## src/rtl/rstrdy_pkg.sv

```systemverilog
package rstrdy_pkg;

  typedef enum logic [1:0] {
    SEQ_RUN   = 2'd0,
    SEQ_ABORT = 2'd1,
    SEQ_RECOV = 2'd2
  } seq_state_e;

endpackage

```

## src/rtl/rstrdy_sync.sv

```systemverilog
module rstrdy_sync #(
  parameter int unsigned STAGES  = 2,
  parameter bit          RST_VAL = 1'b1
) (
  input  logic clk,
  input  logic rst_n,
  input  logic d,
  output logic q
);

  logic [STAGES-1:0] chain;

  if (STAGES == 1) begin : g_one
    always_ff @(posedge clk or negedge rst_n) begin
      if (!rst_n) chain <= {STAGES{RST_VAL}};
      else        chain <= d;
    end
  end else begin : g_many
    always_ff @(posedge clk or negedge rst_n) begin
      if (!rst_n) chain <= {STAGES{RST_VAL}};
      else        chain <= {chain[STAGES-2:0], d};
    end
  end

  assign q = chain[STAGES-1];

endmodule

```

## src/rtl/rstrdy_satcnt.sv

```systemverilog
module rstrdy_satcnt #(
  parameter int unsigned LIMIT = 4
) (
  input  logic clk,
  input  logic rst_n,
  input  logic clr,
  output logic done
);

  localparam int unsigned W   = (LIMIT < 2) ? 1 : $clog2(LIMIT + 1);
  localparam logic [W-1:0] LIM = W'(LIMIT);

  logic [W-1:0] cnt_q;
  logic [W-1:0] cnt_d;
  logic         cnt_en;

  assign cnt_en = clr | (cnt_q != LIM);

  always_comb begin
    cnt_d = cnt_q;
    if (clr)                cnt_d = '0;
    else if (cnt_q != LIM)  cnt_d = cnt_q + 1'b1;
  end

  always_ff @(posedge clk or negedge rst_n) begin
    if (!rst_n)      cnt_q <= '0;
    else if (cnt_en) cnt_q <= cnt_d;
  end

  assign done = (cnt_q == LIM);


  sat_hold_chk: assert property (@(posedge clk) disable iff (!rst_n)
    (done && !clr) |=> done);


  clr_restart_chk: assert property (@(posedge clk) disable iff (!rst_n)
    clr |=> !done);

endmodule

```

## src/rtl/rstrdy_seq.sv

```systemverilog
module rstrdy_seq
  import rstrdy_pkg::*;
#(
  parameter int unsigned SYNC_STAGES = 2,
  parameter int unsigned MIN_LOW_CYC = 500,
  parameter int unsigned PIN_REC_CYC = 2000,
  parameter int unsigned RDY_REC_CYC = 1000
) (
  input  logic clk,
  input  logic rst_n,
  input  logic rst_pin_n,
  input  logic op_run,
  input  logic op_susp,
  input  logic abort_done,
  output logic busy_pull_en,
  output logic abort_req,
  output logic ctl_hold,
  output logic bus_allow
);

  seq_state_e state_q;
  seq_state_e state_d;
  logic       pin_s;
  logic       low_qual;
  logic       pin_done;
  logic       rdy_done;
  logic       in_run;
  logic       in_abort;
  logic       in_recov;

  rstrdy_sync #(
    .STAGES  (SYNC_STAGES),
    .RST_VAL (1'b1)
  ) u_pin_sync (
    .clk   (clk),
    .rst_n (rst_n),
    .d     (rst_pin_n),
    .q     (pin_s)
  );

  rstrdy_satcnt #(.LIMIT(MIN_LOW_CYC)) u_low_cnt (
    .clk   (clk),
    .rst_n (rst_n),
    .clr   (pin_s),
    .done  (low_qual)
  );

  rstrdy_satcnt #(.LIMIT(PIN_REC_CYC)) u_pin_rec (
    .clk   (clk),
    .rst_n (rst_n),
    .clr   (in_run | ~pin_s),
    .done  (pin_done)
  );

  rstrdy_satcnt #(.LIMIT(RDY_REC_CYC)) u_rdy_rec (
    .clk   (clk),
    .rst_n (rst_n),
    .clr   (~in_recov),
    .done  (rdy_done)
  );

  assign in_run   = (state_q == SEQ_RUN);
  assign in_abort = (state_q == SEQ_ABORT);
  assign in_recov = (state_q == SEQ_RECOV);

  always_comb begin
    state_d = state_q;
    unique case (state_q)
      SEQ_RUN: begin
        if (low_qual) state_d = op_run ? SEQ_ABORT : SEQ_RECOV;
      end
      SEQ_ABORT: begin
        if (abort_done) state_d = SEQ_RECOV;
      end
      SEQ_RECOV: begin
        if (pin_s && pin_done && rdy_done) state_d = SEQ_RUN;
      end
      default: state_d = SEQ_RUN;
    endcase
  end

  always_ff @(posedge clk or negedge rst_n) begin
    if (!rst_n) state_q <= SEQ_RUN;
    else        state_q <= state_d;
  end

  assign busy_pull_en = in_abort | (in_run & op_run & ~op_susp);
  assign abort_req    = in_abort;
  assign ctl_hold     = ~in_run;
  assign bus_allow    = in_run;


  fall_needs_qual_chk: assert property (@(posedge clk) disable iff (!rst_n)
    $fell(bus_allow) |-> $past(low_qual));


  rise_needs_both_chk: assert property (@(posedge clk) disable iff (!rst_n)
    $rose(bus_allow) |-> $past(pin_done && rdy_done && pin_s));


  abort_hold_chk: assert property (@(posedge clk) disable iff (!rst_n)
    (abort_req && !abort_done) |=> abort_req);


  abort_end_chk: assert property (@(posedge clk) disable iff (!rst_n)
    $fell(abort_req) |-> $past(abort_done));

endmodule

```

## config.mk

```make
export PLATFORM = sky130hd
export DESIGN_NAME = rstrdy_seq
export DESIGN_NICKNAME = d
export VERILOG_FILES = /design/src/rtl/rstrdy_pkg.sv /design/src/rtl/rstrdy_sync.sv /design/src/rtl/rstrdy_satcnt.sv /design/src/rtl/rstrdy_seq.sv
export SDC_FILE = /design/constraint.sdc
export NUM_CORES = 1
export LEC_CHECK = 0
export ABC_AREA = 1
export BUFFER_PORTS_ARGS = -buffer_cell sky130_fd_sc_hd__buf_2
export CAP_MARGIN = 5
export CORE_MARGIN = 2
export CORE_UTILIZATION = 45
export CTS_BUF_LIST = sky130_fd_sc_hd__clkbuf_4 sky130_fd_sc_hd__clkbuf_8
export CTS_CLUSTER_SIZE = 24
export DETAILED_ROUTE_END_ITERATION = 7
export GPL_ROUTABILITY_DRIVEN = 0
export PLACE_DENSITY = 0.7
export SETUP_SLACK_MARGIN = 0.05
export SKIP_LAST_GASP = 1
export SLEW_MARGIN = 40
export SYNTH_ARGS = -nofsm -noshare
export SYNTH_HDL_FRONTEND = slang
export SYNTH_SLANG_ARGS = --single-unit
```

## constraint.sdc

```tcl
create_clock -name clk -period 2.7 [get_ports clk]
set_input_delay 0.135 -clock clk [delete_from_list [all_inputs] [get_ports clk]]
set_output_delay 0.135 -clock clk [all_outputs]
set_load 0.02 [all_outputs]
```

==> results.sh <==
export IMPL_row_count=23
export IMPL_grt_pass1_vias=1317
export IMPL_period_minus_slack_ns=1.63
export IMPL_synth_warnings=0
export IMPL_dpl_cell_area_um2=1970
export IMPL_seq_area_frac_synth_pct=45.6
export IMPL_ctsHtreeMaxLevel=2
export IMPL_dieArea_um2=4690
export IMPL_wirelength_um=3430
export IMPL_outcome="finished, final reports clean"
export IMPL_mostFrequentLayoutCells="inv_1, dfrtp_1, nand2_1, nor2_1, a21oi_1"
export IMPL_clk_pin_slew_ns=0.07
export IMPL_slew_headroom_pct=71.4
export IMPL_cts_tree="done"
export IMPL_postSynthAreaPerCell_um2=8.32
export IMPL_drc=0
export IMPL_wl_per_cell_um=11.7
export IMPL_ioPinCount=10
export IMPL_port_buffers=9
export IMPL_ys_ff_latch=34
export IMPL_drv_slew=0
export IMPL_tns_ns=0
export IMPL_postCtsSetupRepairBufs=0
export IMPL_fmax_mhz=614
export IMPL_fin_util_pct=52.3
export IMPL_core_area_um2=4000
export IMPL_synth_area_leaders="dfrtp_1, inv_1, nand2_1"
export IMPL_final_layout_size_suffix_gt1_share_pct=20.2
export IMPL_initial_utilization_pct=46.8
export IMPL_hold_path_class="in -> reg"
export IMPL_cap_violations=0
export IMPL_die_x_um=68.5
export IMPL_layout_worst_path_cycle_share_pct=60.4
export IMPL_worstMarginPinSlew_ns=0.430
export IMPL_numCtsBuffers=5
export IMPL_syn_nets=237
export IMPL_track_usage_pct=17.0
export IMPL_fin_nets=254
export IMPL_powerDensity_nw_per_um2=673
export IMPL_crit_fanout=5
export IMPL_dp_hpwl_um=2520
export IMPL_firstDrtPassIters=4
export IMPL_cp_end_kind="output pin"
export IMPL_synth_distinct_cells=26
export IMPL_grt_pass1_wl_um=5830
export IMPL_final_hold_viol_count=0
export IMPL_drt_initial_drc_count=93
export IMPL_crit_path_start_kind="flip-flop"
export IMPL_cts_path_max_buffers=2
export IMPL_leakagePower_nw=0.940
export IMPL_yosysTopAreaCellShare_pct=42.8
export IMPL_hold_ws_ns=0.113
export IMPL_rsz0062_at_grt="no"
export IMPL_antenna_found_initial=0
export IMPL_fin_area_um2=2090
export IMPL_die_y_um=68.5
export IMPL_overflow=0
export IMPL_cp_arrival_ns=1.49
export IMPL_netlist_area_um2=1870
export IMPL_worstSetupPathType="reg -> out"
export IMPL_synthCells=225
export IMPL_yosys_area_top_type="dfrtp_1"
export IMPL_viasPerCell=4.99
export IMPL_cp_required_ns=2.57
export IMPL_fin_skew_ns=0.0115
export IMPL_peakVddDrop_mv=0.236
export IMPL_setup_viol=0
export IMPL_ant_nets=0
export IMPL_cts_root_buf="clkbuf_8"
export IMPL_dr_total_vias=1463
export IMPL_clock_latency_ns=0.29
export IMPL_layout_commonest_cell="inv_1"
export IMPL_area_delta_synth_final_pct=11.6
export IMPL_insertedDiodeCount=0
export IMPL_cts_sinks=34
export IMPL_power_total_mw=1.41
export IMPL_grt_start_max_net_pins=35
-- layout make-up --
| type | instances | area (um^2) |
|---|---|---|
| clock buffers | 6 | 82.6 |
| clock inverters | 2 | 12.5 |
| fillers | 377 | 1910 |
| inverters | 38 | 143 |
| multi-input cells | 152 | 870 |
| flip-flops and latches | 34 | 853 |
| well taps | 50 | 62.6 |
| repair buffers | 11 | 67.6 |
-- metal layers --
metal  GRT usage, %  vias to the layer above  wire (um)
li1               -                      760          -
met3           5.36                        4        118
met5              0                        -          0
met4           6.75                        0         32
met2           25.6                       19       1550
met1           22.7                      680       1730
-- registers in the layout (all words and copies together), names as in the netlist --
name / cells
u_rdy_rec.cnt_q: 10
state_q: 2
u_pin_rec.cnt_q: 11
u_pin_sync.chain: 2
u_low_cnt.cnt_q: 9
-- critical path, cell delays in order (launching register included) --
cell and delay [ns]:
dfrtp_1 0.45, nor2_4 0.19, inv_1 0.15, o31ai_1 0.21, buf_2 0.20
-- logic make-up (layout without fill, tap and decap cells) --
family | count (synthesis) | count (layout) | synth area share (%)
AND/OR/NAND/NOR | 102 | 102 | 28.7
AO/OA/AOI/OAI | 39 | 39 | 11.4
buffers and inverters | 39 | 57 | 8.02
flip-flops | 34 | 34 | 45.6
adder cells (fa/ha/maj) | 6 | 6 | 4.01
XOR/XNOR | 5 | 5 | 2.34
-- cells in the mapped netlist --
master / n
nand2_1: 31
nand4_1: 5
or2_2: 2
a21oi_1: 17
nand3_1: 11
nor2_4: 7
o21ai_1: 2
nor3_1: 7
a21oi_2: 1
o31ai_1: 2
nor2_1: 19
a211oi_1: 1
o21ai_2: 1
a22oi_1: 1
ha_1: 6
nor2_2: 8
nand3_2: 3
buf_4: 1
inv_1: 38
nand3b_1: 1
xor2_1: 4
dfstp_2: 2
nand2_2: 8
dfrtp_1: 32
xnor2_1: 1
o21ai_0: 14
-- timing repair --
| item | CTS | global route |
|---|---|---|
| hold endpoints to repair | 33 | 0 |
| resized for setup | 0 | 0 |
| hold buffers | 2 | 0 |
-- final timing paths --
kind | depth (start not counted) | slack [ns] | start | to
min in group asynchronous | 2 | 0.33 | rst_n | u_rdy_rec.cnt_q[5]
max in group asynchronous | 2 | 2.03 | rst_n | u_pin_sync.chain[0]
worst max-delay path | 4 | 1.07 | state_q[0] | busy_pull_en
worst min-delay path | 4 | 0.11 | abort_done | state_q[0]
worst max register to register | 10 | 1.28 | u_pin_rec.cnt_q[0] | state_q[0]
worst min register to register | 0 | 0.35 | u_pin_sync.chain[0] | u_pin_sync.chain[1]
-- power breakdown --
part	internal [mW]	switching, mW
combinational	0.135	0.244
sequential	0.571	0.0640
clock	0.205	0.188
-- metrics by stage --
step	setup slack [ns]	cells
floorplan	1.12	225
global placement	1.35	283
detailed placement	1.30	283
CTS	1.06	293
global route	0.959	293
finish	1.07	293
Note: power is estimated with default switching activity, not from simulation.
